<file path="config.mk">
export PLATFORM = sky130hd
export DESIGN_NAME = stream_splitter
export DESIGN_NICKNAME = d
export VERILOG_FILES = /design/src/rtl/split_pkg.sv /design/src/rtl/split_ptr.sv /design/src/rtl/split_fsm.sv /design/src/rtl/split_lanes.sv /design/src/rtl/stream_splitter.sv
export SDC_FILE = /design/constraint.sdc
export NUM_CORES = 1
export LEC_CHECK = 0
export ABC_AREA = 1
export BUFFER_PORTS_ARGS = -buffer_cell sky130_fd_sc_hd__clkbuf_2
export CAP_MARGIN = 5
export CORE_AREA = 2 2 120 122
export DETAILED_ROUTE_END_ITERATION = 8
export DIE_AREA = 0 0 122 124
export GPL_TIMING_DRIVEN = 0
export PLACE_DENSITY = 0.69
export RECOVER_POWER = 50
export SLEW_MARGIN = 10
export SYNTH_ARGS = -nofsm -noshare
export SYNTH_HDL_FRONTEND = slang
export SYNTH_HIERARCHICAL = 1
export SYNTH_SLANG_ARGS = --single-unit
</file>
<file path="constraint.sdc">
create_clock -name clk -period 3.47 [get_ports clk]
set_input_delay 0.347 -clock clk [delete_from_list [all_inputs] [get_ports clk]]
set_output_delay 0.347 -clock clk [all_outputs]
set_load 0.05 [all_outputs]
</file>
<file path="src/rtl/split_pkg.sv">
package split_pkg;
  typedef enum logic [1:0] {
    ST_IDLE  = 2'd0,
    ST_OUTHI = 2'd1,
    ST_OUTLO = 2'd2,
    ST_INACK = 2'd3
  } split_state_t;
endpackage

</file>
<file path="src/rtl/split_ptr.sv">
module split_ptr #(
  parameter int N_OUT = 8,
  localparam int PTR_W = $clog2(N_OUT)
) (
  input  logic             clk,
  input  logic             rst_n,
  input  logic             adv,
  output logic [PTR_W-1:0] sel,
  output logic [N_OUT-1:0] sel_oh
);
  logic [PTR_W-1:0] cnt_q;

  always_ff @(posedge clk) begin
    if (!rst_n)   cnt_q <= '0;
    else if (adv) cnt_q <= cnt_q + 1'b1;
  end

  // leaf index of a balanced two-way tree: the root decision is the MSB
  for (genvar b = 0; b < PTR_W; b++) begin : g_rev
    assign sel[b] = cnt_q[PTR_W-1-b];
  end

  for (genvar k = 0; k < N_OUT; k++) begin : g_oh
    assign sel_oh[k] = (sel == PTR_W'(k));
  end

  p_ptr_hold_r6: assert property (@(posedge clk) disable iff (!rst_n)
    !adv |=> $stable(cnt_q));
  p_ptr_step_r2: assert property (@(posedge clk) disable iff (!rst_n)
    adv |=> (cnt_q == PTR_W'($past(cnt_q) + 1'b1)));
endmodule

</file>
<file path="src/rtl/split_fsm.sv">
module split_fsm
  import split_pkg::*;
(
  input  logic clk,
  input  logic rst_n,
  input  logic in_req,
  input  logic ack_sel,
  output logic drive_req,
  output logic in_ack,
  output logic capture,
  output logic adv
);
  split_state_t st_q, st_d;

  always_comb begin
    st_d = st_q;
    unique case (st_q)
      ST_IDLE:  if (in_req)   st_d = ST_OUTHI;
      ST_OUTHI: if (ack_sel)  st_d = ST_OUTLO;
      ST_OUTLO: if (!ack_sel) st_d = ST_INACK;
      ST_INACK: if (!in_req)  st_d = ST_IDLE;
      default:                st_d = ST_IDLE;
    endcase
  end

  always_ff @(posedge clk) begin
    if (!rst_n) st_q <= ST_IDLE;
    else        st_q <= st_d;
  end

  assign capture   = (st_q == ST_IDLE) && in_req;
  assign adv       = (st_q == ST_OUTLO) && !ack_sel;
  assign drive_req = (st_q == ST_OUTHI);
  assign in_ack    = (st_q == ST_INACK);

  p_stall_r6: assert property (@(posedge clk) disable iff (!rst_n)
    (drive_req && !ack_sel) |=> drive_req);
  p_inack_late_r5: assert property (@(posedge clk) disable iff (!rst_n)
    $rose(in_ack) |-> ($past(st_q) == ST_OUTLO));
  p_inack_hold_r5: assert property (@(posedge clk) disable iff (!rst_n)
    (in_ack && in_req) |=> in_ack);
endmodule

</file>
<file path="src/rtl/split_lanes.sv">
module split_lanes #(
  parameter int W     = 32,
  parameter int N_OUT = 8
) (
  input  logic               clk,
  input  logic               rst_n,
  input  logic               capture,
  input  logic [W-1:0]       in_data,
  input  logic               drive_req,
  input  logic [N_OUT-1:0]   sel_oh,
  output logic [N_OUT-1:0]   out_req,
  output logic [N_OUT*W-1:0] out_data
);
  logic [W-1:0] tok_q;

  always_ff @(posedge clk) begin
    if (!rst_n)       tok_q <= '0;
    else if (capture) tok_q <= in_data;
  end

  for (genvar k = 0; k < N_OUT; k++) begin : g_lane
    assign out_req[k]          = drive_req && sel_oh[k];
    assign out_data[k*W +: W]  = tok_q;
  end

  p_tok_stable_r8: assert property (@(posedge clk) disable iff (!rst_n)
    drive_req |-> !capture);
endmodule

</file>
<file path="src/rtl/stream_splitter.sv">
module stream_splitter #(
  parameter int W     = 32,
  parameter int N_OUT = 8,
  localparam int PTR_W = $clog2(N_OUT)
) (
  input  logic               clk,
  input  logic               rst_n,
  input  logic               in_req,
  input  logic [W-1:0]       in_data,
  output logic               in_ack,
  output logic [N_OUT-1:0]   out_req,
  input  logic [N_OUT-1:0]   out_ack,
  output logic [N_OUT*W-1:0] out_data
);
  logic [PTR_W-1:0] sel;
  logic [N_OUT-1:0] sel_oh;
  logic             ack_sel, drive_req, capture, adv;

  assign ack_sel = out_ack[sel];

  split_ptr #(.N_OUT(N_OUT)) u_ptr (
    .clk(clk), .rst_n(rst_n), .adv(adv), .sel(sel), .sel_oh(sel_oh));

  split_fsm u_fsm (
    .clk(clk), .rst_n(rst_n), .in_req(in_req), .ack_sel(ack_sel),
    .drive_req(drive_req), .in_ack(in_ack), .capture(capture), .adv(adv));

  split_lanes #(.W(W), .N_OUT(N_OUT)) u_lanes (
    .clk(clk), .rst_n(rst_n), .capture(capture), .in_data(in_data),
    .drive_req(drive_req), .sel_oh(sel_oh), .out_req(out_req),
    .out_data(out_data));

  p_onehot_r3: assert property (@(posedge clk) disable iff (!rst_n)
    $onehot0(out_req));
  p_req_hold_r4: assert property (@(posedge clk) disable iff (!rst_n)
    ((|out_req) && !(|(out_req & out_ack))) |=> $stable(out_req));
  p_req_drop_r4: assert property (@(posedge clk) disable iff (!rst_n)
    (|(out_req & out_ack)) |=> (out_req == '0));
  p_data_hold_r8: assert property (@(posedge clk) disable iff (!rst_n)
    ((|out_req) && $past(|out_req)) |-> $stable(out_data));
  p_no_ack_while_req_r5: assert property (@(posedge clk) disable iff (!rst_n)
    (|out_req) |-> !in_ack);
endmodule

</file>
# Word-level counts from Yosys, hierarchy flattened
# Cells that the tools add are included.
[totals]
reg_bits = 37
output_inout_bits = 265
input_bits = 43
wordCells = 40
[op_classes]
n_eq_ne = 14
n_addsub = 1
reduce_logical = 14
order_cmp = 1
muxes = 7
[op_table]
columns = ["op", "count"]
rows = [
  ["3-bit equality test (second input constant)", 4],
  ["1-bit logical AND", 10],
  ["2-bit 2-to-1 mux", 4],
  ["2-bit != test (second input constant)", 4],
  ["2-bit one-hot mux with 4 select lines", 1],
  ["3-bit by 2-bit equality test with 1-bit output (second input constant)", 2],
  ["2-bit equality test (second input constant)", 2],
  ["3-bit by 4-bit less-than comparator with 1-bit output (second input constant)", 1],
  ["4-bit AND reduction", 1],
  ["3-bit by 1-bit adder with 3-bit output (second input constant)", 1],
  ["1-bit binary-select mux with 3-bit select", 1],
  ["3-bit by 1-bit equality test with 1-bit output (second input constant)", 1],
  ["3-bit logical NOT", 1],
  ["2-bit by 1-bit equality test with 1-bit output (second input constant)", 1],
  ["2-bit logical NOT", 1],
  ["1-bit logical NOT", 1],
  ["1-bit 2-to-1 mux", 1],
]

# Logic depth before layout (Yosys ltp)
# Gate-level depths: netlist of run 1.
[depth]
depth_word = 4
mapped_depth = 12
ltp_nobuf = 12

# By module
# The synthesis of run 1 kept the hierarchy.
[by_module_without_submodules]
columns = ["mod", "cells_each", "n_inst", "area_per_inst_um2", "seq_area_each_um2"]
rows = [
  ["split_lanes", 443, 1, 3080.5, 640.6],
  ["split_fsm", 38, 1, 230.2, 40.0],
  ["split_ptr", 26, 1, 185.2, 60.1],
  ["stream_splitter", 28, 1, 110.1, 0.0],
]

# Worst setup path after synthesis of run 1
# No wires, ideal clock.
[synth_path]
path_type = "reg-to-output"
startpoint = "register u_fsm.st_q[1]"
endpoint = "output out_req[6]"
required_ns = 3.123
stages_incl_launch_ff = 6
n_path_buf = 1
t_arrival_ns = 1.202
path_slack_ns = 1.921
cell_sequence = "dfxtp_1 inv_1 ha_1 clkbuf_1 nand2_1 inv_1"
[synth_via]
elab_chain_cells = 2
[synth_rtl]
columns = ["item", "line_no", "source"]
rows = [
  ["start, declared", "split_fsm.sv:13", "split_state_t st_q, st_d;"],
  ["start signal, assigned", "split_fsm.sv:28", "else st_q <= st_d;"],
  ["2-bit by 1-bit equality test with 1-bit output", "split_fsm.sv:33", "assign drive_req = (st_q == ST_OUTHI);"],
  ["net drive_req", "stream_splitter.sv:17", "logic ack_sel, drive_req, capture, adv;"],
  ["1-bit logical AND", "split_lanes.sv:22", "assign out_req[k] = drive_req && sel_oh[k];"],
  ["end, declared", "stream_splitter.sv:11", "output logic [N_OUT-1:0] out_req,"],
]
# The timed path passes the listed nets, and every way through them passes these cells.

# Final worst setup path of run 1
[layout_path]
startpoint = "register u_fsm.st_q[1]"
endpoint = "output out_req[2]"
# Same word-level chain as after synthesis.

==> results of run 1 <==
==> worst max-delay path by stage <==
stage                        startpoint                end  slack (ns)  cells after the start
final                     u_fsm/st_q[1]         out_req[2]        1.51                      6
after global routing      u_fsm/st_q[0]  u_lanes/tok_q[25]        1.30                      8
after CTS                 u_fsm/st_q[1]         out_req[2]        1.48                      6
after detailed placement  u_fsm/st_q[1]         out_req[2]        1.79                      6
after global placement    u_fsm/st_q[1]         out_req[2]        1.81                      6
after floorplan           u_fsm/st_q[1]         out_req[6]        1.92                      5
==> synth_stat cells <==
| library cell | number | share of area (%) |
|---|---|---|
| sky130_fd_sc_hd__buf_4 | 224 | 47 |
| sky130_fd_sc_hd__nand2_1 | 96 | 10 |
| sky130_fd_sc_hd__nor2_1 | 75 | 7.8 |
| sky130_fd_sc_hd__inv_1 | 59 | 6.1 |
| sky130_fd_sc_hd__dfxtp_1 | 37 | 21 |
| sky130_fd_sc_hd__buf_6 | 7 | 2.2 |
| sky130_fd_sc_hd__nand3_1 | 7 | 0.97 |
| sky130_fd_sc_hd__ha_1 | 6 | 2.1 |
| sky130_fd_sc_hd__inv_2 | 5 | 0.52 |
| sky130_fd_sc_hd__nor3_1 | 5 | 0.69 |
| sky130_fd_sc_hd__buf_2 | 3 | 0.42 |
| sky130_fd_sc_hd__nor3_2 | 3 | 0.83 |
| sky130_fd_sc_hd__a21oi_1 | 2 | 0.28 |
| sky130_fd_sc_hd__nand2_2 | 2 | 0.35 |
| sky130_fd_sc_hd__clkbuf_1 | 1 | 0.10 |
| sky130_fd_sc_hd__nor2_2 | 1 | 0.17 |
| sky130_fd_sc_hd__o21ai_0 | 1 | 0.14 |
| sky130_fd_sc_hd__o21ai_1 | 1 | 0.14 |
==> registers in the layout, summed over array words and instances (netlist names) <==
name and count:
u_lanes/tok_q 32, u_fsm/st_q 2, u_ptr/cnt_q 3
==> area by class of cell <==
| class | instances | area [µm²] | share of cell area, % |
|---|---|---|---|
| multi-input cells | 199 | 846 | 15.8 |
| well taps | 180 | 225 | 4.21 |
| clock buffers | 7 | 143 | 2.67 |
| flip-flops and latches | 37 | 741 | 13.9 |
| clock inverters | 1 | 30.0 | 0.562 |
| repair buffers | 307 | 1390 | 26.0 |
| plain buffers | 235 | 1730 | 32.4 |
| inverters | 64 | 240 | 4.49 |
==> stage by stage <==
| step | utilization [%] | hold slack (ns) | setup WS (ns) |
|---|---|---|---|
| finish | 39.0 | 0.337 | 1.51 |
| global route | 39.0 | 0.345 | 1.30 |
| CTS | 40.4 | 0.322 | 1.48 |
| detailed placement | 39.1 | 0.518 | 1.79 |
| global placement | 39.1 | 0.515 | 1.81 |
| floorplan | - | 0.467 | 1.92 |
==> cells by family after synthesis <==
family,Yosys count,share of synthesized area (%)
flops,37,20.5
compound gates,4,0.555
buf+inv,299,56.0
simple gates,189,20.8
fa+ha+maj,6,2.08
==> critical path: cells and delay by family, from the launching register on <==
kind          cells  cell delay [ns]
fa+ha+maj         1             0.22
flops             1             0.33
buf+inv           4             0.69
simple gates      1             0.08
==> metal layers <==
metal	share of wire, %	global-route usage, %
met2	51	20.7
met5	0	0
met4	0.63	2.37
met3	7.8	2.88
met1	40	13.0
==> layout by cell type, fill, tap and decap left out <==
master,Yosys,final
sky130_fd_sc_hd__buf_4,224,224
sky130_fd_sc_hd__ha_1,6,6
sky130_fd_sc_hd__clkbuf_1,1,127
sky130_fd_sc_hd__nand2_1,96,96
sky130_fd_sc_hd__nor3_2,3,3
sky130_fd_sc_hd__clkbuf_8,0,1
sky130_fd_sc_hd__nor2_1,75,75
sky130_fd_sc_hd__nor2_2,1,1
sky130_fd_sc_hd__o21ai_0,1,1
sky130_fd_sc_hd__inv_1,59,59
sky130_fd_sc_hd__a21oi_1,2,2
sky130_fd_sc_hd__bufinv_16,0,1
sky130_fd_sc_hd__inv_2,5,5
sky130_fd_sc_hd__o21ai_1,1,1
sky130_fd_sc_hd__buf_6,7,1
sky130_fd_sc_hd__buf_2,3,3
sky130_fd_sc_hd__dfxtp_1,37,37
sky130_fd_sc_hd__clkbuf_16,0,5
sky130_fd_sc_hd__nand2_2,2,2
sky130_fd_sc_hd__clkbuf_2,0,188
sky130_fd_sc_hd__nor3_1,5,5
sky130_fd_sc_hd__nand3_1,7,7
==> PnR_summary.wiki, run 1 <==
{| class="wikitable"
! Metric !! Value
|-
| Result of the run || completed
|-
| Critical path's slowest cell || sky130_fd_sc_hd__dfxtp_1
|-
| Largest net degree at the start of global routing || 13
|-
| Count of input and output buffers || about 300
|-
| Cell Rows || 43
|-
| Wire length of the first global-routing pass || 13500 µm
|-
| I/O pin cnt || 308
|-
| Non-filler instance count after layout || ~1000
|-
| Final hold violations || 0
|-
| Number of cells on the worst reg-to-reg path || 9
|-
| Deepest clock path buffer count || 2
|-
| Final weighted congestion in routability-driven placement || slightly below 0.7
|-
| Setup slack of the most critical reg-to-reg path || 1.59 ns
|-
| Count of vias placed by the detailed router || roughly 3600
|-
| Die outline width || between 100 and 150 µm
|-
| Remaining number of nets flagged by the antenna check after routing || 0
|-
| Count of hold buffers inserted by post-cts repair || 0
|-
| Overall global routing resource usage || 11.2%
|-
| Effective utilization at floorplan || 26.3%
|-
| Clock tree sinks || 37
|-
| Max Clk Rate || 511 MHz
|-
| DR pass1 iterations || 5
|-
| Number of design rule violations left after detail routing || 0
|-
| Sequential share of the synthesized area || 20.5%
|-
| Final design area excluding fillers || 0.00535 mm²
|-
| Setup Skew || 0.00221 ns
|-
| Clock Latency Late Sink || 0.28 ns
|-
| Net count of the mapped netlist || 584
|-
| Number of instances resized during post-cts repair || 0
|-
| Gate count after technology mapping || 535
|-
| Class of the tightest hold or removal check || primary input to register
|-
| Endpoint of the worst register-to-register path || u_lanes/tok_q[26]
|-
| Antenna Diode Count || 0
|-
| Mean number of vias per cell || 3.52
|-
| Post-detail-place hpwl || 7880 µm
|-
| Number of fill cells || 1507
|-
| Portion of the clock cycle consumed by the worst path in the final layout || 56.4%
|-
| Dpl cells || 1022
|-
| Total negative slack || 0 ns
|-
| 1st-iter DRT viols || 72
|-
| Setup repair after global routing missed its margin || no
|-
| GRT overflow || 0
|-
| Cell area after synthesis || about 0.0036 mm²
|-
| Final-report setup violation count || 0
|-
| P&R area growth vs syn || 48.3%
|-
| TritonCTS clock tree || yes
|-
| Vertical die dimension || 124 µm
|-
| Kind of critical path || register to output pin
|-
| WL/cell || around 9.4 µm
|-
| Overall routed net length || 9680 µm
|-
| Fraction of layout instances using a drive strength above 1 || 51.1%
|-
| Shortest clock period the worst path allows after layout || 1.96 ns
|-
| Maximum fanout along the worst path || 8
|-
| Placement Cell Area || between 0.005 and 0.006 mm²
|-
| Data required time of the worst path || 3.12 ns
|-
| Vias in the first global route || 2738
|-
| Hold_sp || in_data[19]
|-
| Yosys cell types || 18
|-
| Sink of the worst hold path || u_lanes/tok_q[19]
|-
| Root Driver || sky130_fd_sc_hd__clkbuf_16
|-
| Post-synthesis sequential element count || 37
|-
| Total number of nets in the final design || about 900
|-
| CTS clk-pin slew, worst paths || 0.06 ns
|-
| Average cell area after synthesis || 6.74 µm²
|-
| TritonCTS Buffers || 5
|-
| Worst max-slew margin expressed relative to the limit || 58.4%
|-
| Critical path launch point type || register
|-
| Transition time at the pin with the least slew margin || 0.626 ns
|-
| Start of the worst register-to-register path || u_fsm/st_q[0]
|-
| Highest cell delay on the worst timing path || approximately 0.33 ns
|-
| Hold Path Depth || 5
|-
| Data arrival, critical path || 1.61 ns
|-
| MaxCap Viol Count || 0
|-
| Initial antenna violation count || 0
|-
| H-tree levels || 2
|-
| Number of slew-limit violations in the final report || 0
|-
| Cell mode on critical path || sky130_fd_sc_hd__inv_1
|-
| Number of warnings reported in the yosys synthesis log || 6
|-
| Placeable core region || 0.0137 mm²
|-
| Post-CTS Repair Setup Buffers || 0
|-
| Kind of end point of the critical path || output pin
|-
| Floorplan die area || 0.0151 mm²
|-
| Critical Path, Cell by Cell || inv_1 -> ha_1 -> clkbuf_1 -> nand2_1 -> inv_1 -> clkbuf_2
|}
Power of run 1 is left out: the tool's default activity adds up to more than one toggle a clock period on the data nets, which glitch-free logic cannot reach.
==> inputs of run 2 (changes only) <==
CORE_AREA = 2 2 118 120   (was 2 2 120 122)
DIE_AREA = 0 0 120 122   (was 0 0 122 124)
PLACE_DENSITY = 0.7   (was 0.69)
clock period = 1.81 ns   (was 3.47 ns; I/O delays follow)
==> run 2 against run 1 <==
  * Sequential share of layout area up 0.13 points
  * Setup slack worse by 1.4 ns
  * Count of clock-buffer cells in the layout fell by 2
  * Clock skew hardly changed
  * Design area decreased by 0.80%
  * Die area fell by 3.2%
  * First-iteration DRC count increased by 9.7%
  * Non-clock buffer count is 1 lower
  * Worst hold slack got worse by 0.16 ns
  * Utilization grew 0.31 points
  * Critical path type unchanged
==> PnR_summary.wiki, run 2 (synthesis results as in run 1) <==
{| class="wikitable"
! Metric !! Value
|-
| Number of design rule violations left after detail routing || 0
|-
| Final weighted congestion in routability-driven placement || 0.729
|-
| CTS clk-pin slew, worst paths || roughly 0.050 ns
|-
| Top flop regs || u_lanes/tok_q x32, u_ptr/cnt_q x3, u_fsm/st_q x2
|-
| Data required time of the worst path || 1.63 ns
|-
| Vias in the first global route || about 2800
|-
| Setup repair after global routing missed its margin || no
|-
| Shortest clock period the worst path allows after layout || about 1.7 ns
|-
| Critical path launch point type || register
|-
| Maximum fanout along the worst path || 10
|-
| Mean number of vias per cell || 3.57
|-
| Fraction of layout instances using a drive strength above 1 || 48.4%
|-
| Overall global routing resource usage || 11.2%
|-
| Most common cell after layout, fill and taps aside || sky130_fd_sc_hd__buf_4
|-
| Number of fill cells || 1520
|-
| GRT overflow || 0
|-
| Floorplan die area || 0.0146 mm²
|-
| TritonCTS Buffers || 5
|-
| Final design area excluding fillers || 0.00530 mm²
|-
| Kind of critical path || register to output pin
|-
| Number of instances resized during post-cts repair || 0
|-
| Count of hold buffers inserted by post-cts repair || 0
|-
| Setup Skew || 0.00232 ns
|-
| TritonCTS clock tree || yes
|-
| Total negative slack || 0 ns
|-
| Vertical die dimension || 122 µm
|-
| Clock tree sinks || 37
|-
| Die outline width || 120 µm
|-
| MaxCap Viol Count || 0
|-
| Max Clk Rate || about 600 MHz
|-
| Largest net degree at the start of global routing || 13
|-
| Total number of nets in the final design || 897
|-
| GR Layer Usage met2 || 20.6%
|-
| Remaining number of nets flagged by the antenna check after routing || 0
|-
| Clock Latency Late Sink || 0.28 ns
|-
| Result of the run || completed
|-
| Post-detail-place hpwl || 7720 µm
|-
| Cell Rows || 43
|-
| WL/cell || between 9 and 10 µm
|-
| Register name with the most flops || u_lanes/tok_q
|-
| Deepest clock path buffer count || 2
|-
| Critical Path, Cell by Cell || inv_2 -> nor3_1 -> nand2_1 -> inv_1 -> clkbuf_2
|-
| Root Driver || sky130_fd_sc_hd__clkbuf_16
|-
| Final-report setup violation count || 0
|-
| Count of input and output buffers || 307
|-
| Count of vias placed by the detailed router || 3670
|-
| Worst max-slew margin expressed relative to the limit || 57.9%
|-
| Global Route met3 Usage || ~3.3%
|-
| H-tree levels || 2
|-
| Placement Cell Area || 0.00537 mm²
|-
| Placeable core region || 0.0135 mm²
|-
| Busiest layer in global routing || met2
|-
| Initial antenna violation count || 0
|-
| Overall routed net length || 9530 µm
|-
| Portion of the clock cycle consumed by the worst path in the final layout || 92.3%
|-
| Transition time at the pin with the least slew margin || 0.634 ns
|-
| 1st-iter DRT viols || 79
|-
| Kind of end point of the critical path || output pin
|-
| DR pass1 iterations || 4
|-
| Count of buffer and inverter cells on the critical path || 3
|-
| Global routing met1 resource utilization || 12.5%
|-
| P&R area growth vs syn || 47.1%
|-
| Final hold violations || 0
|-
| Effective utilization at floorplan || a little over a quarter
|-
| Crit-path leading delay family || flip-flops
|-
| Critical path's slowest cell || sky130_fd_sc_hd__dfxtp_1
|-
| I/O pin cnt || 308
|-
| Antenna Diode Count || 0
|-
| Post-CTS Repair Setup Buffers || 0
|-
| Wire length of the first global-routing pass || roughly 13000 µm
|-
| Class of the tightest hold or removal check || primary input to register
|-
| Flip-flop count of the largest register, all copies and words added || 32
|-
| Highest cell delay on the worst timing path || 0.54 ns
|-
| Data arrival, critical path || approximately 1.5 ns
|-
| Commonest non-fill, non-tap cells in the layout || 224 x sky130_fd_sc_hd__buf_4, 158 x sky130_fd_sc_hd__clkbuf_2, 150 x sky130_fd_sc_hd__clkbuf_1, 96 x sky130_fd_sc_hd__nand2_1, 75 x sky130_fd_sc_hd__nor2_1
|-
| Number of slew-limit violations in the final report || 0
|}
[run 2: cell types whose count changed in the layout (fill, tap and decap cells not counted)]
cell,before,now
sky130_fd_sc_hd__clkbuf_8,1,0
sky130_fd_sc_hd__clkbuf_1,127,150
sky130_fd_sc_hd__clkbuf_2,188,158
sky130_fd_sc_hd__clkinv_2,0,1
sky130_fd_sc_hd__bufinv_16,1,0
sky130_fd_sc_hd__dfxtp_1,37,36
sky130_fd_sc_hd__ha_2,0,1
sky130_fd_sc_hd__dfxtp_2,0,1
sky130_fd_sc_hd__buf_6,1,6
sky130_fd_sc_hd__ha_1,6,5
[run 2: area by class of cell]
type | instances | area (µm²) | share of cell area [%]
Sequential cell | 37 | 742 | 14.0
Buffer | 234 | 1770 | 33.4
Multi-Input combinational cell | 199 | 848 | 16.0
Clock inverter | 1 | 5.00 | 0.0944
Tap cell | 180 | 225 | 4.25
Inverter | 64 | 240 | 4.53
Clock buffer | 5 | 125 | 2.36
Timing Repair Buffer | 307 | 1350 | 25.4
[run 2: path summary, 6_finish.rpt]
kind	from	to	slack (ns)	cells after the start
max	u_ptr/cnt_q[1]	out_req[6]	0.14	5
min	in_data[17]	u_lanes/tok_q[17]	0.18	5
max reg2reg	u_ptr/cnt_q[1]	u_ptr/cnt_q[1]	0.24	9
min reg2reg	u_fsm/st_q[0]	u_fsm/st_q[0]	0.53	2
[run 2: layer usage]
layer / vias up / wire (µm)
met2: 146 / 4910
met1: 1565 / 3730
met4: 0 / 37
met3: 5 / 847
li1: 1954 / -
met5: - / 0
[run 2: worst register-to-register path, cell delays in order (launching register included)]
cell and delay [ns]:
sky130_fd_sc_hd__dfxtp_1 0.54, sky130_fd_sc_hd__inv_1 0.10, sky130_fd_sc_hd__nand3_1 0.10, sky130_fd_sc_hd__nand2_1 0.05, sky130_fd_sc_hd__nand2_1 0.05, sky130_fd_sc_hd__nand2_1 0.12
sky130_fd_sc_hd__nor2_1 0.26, sky130_fd_sc_hd__inv_1 0.09, sky130_fd_sc_hd__nor2_1 0.09, sky130_fd_sc_hd__nor2_1 0.05
[run 2: metrics by stage]
step                utilization, %  worst slack [ns]  hold slack, ns  std cells
floorplan                        -             0.427           0.301        535
global placement              39.7             0.236           0.462       1022
detailed placement            39.7             0.203           0.463       1022
CTS                           40.7            0.0570           0.160       1027
global route                  39.3            0.0236           0.192       1027
finish                        39.3             0.139           0.178       1027
Power of run 2 is left out for the same reason.
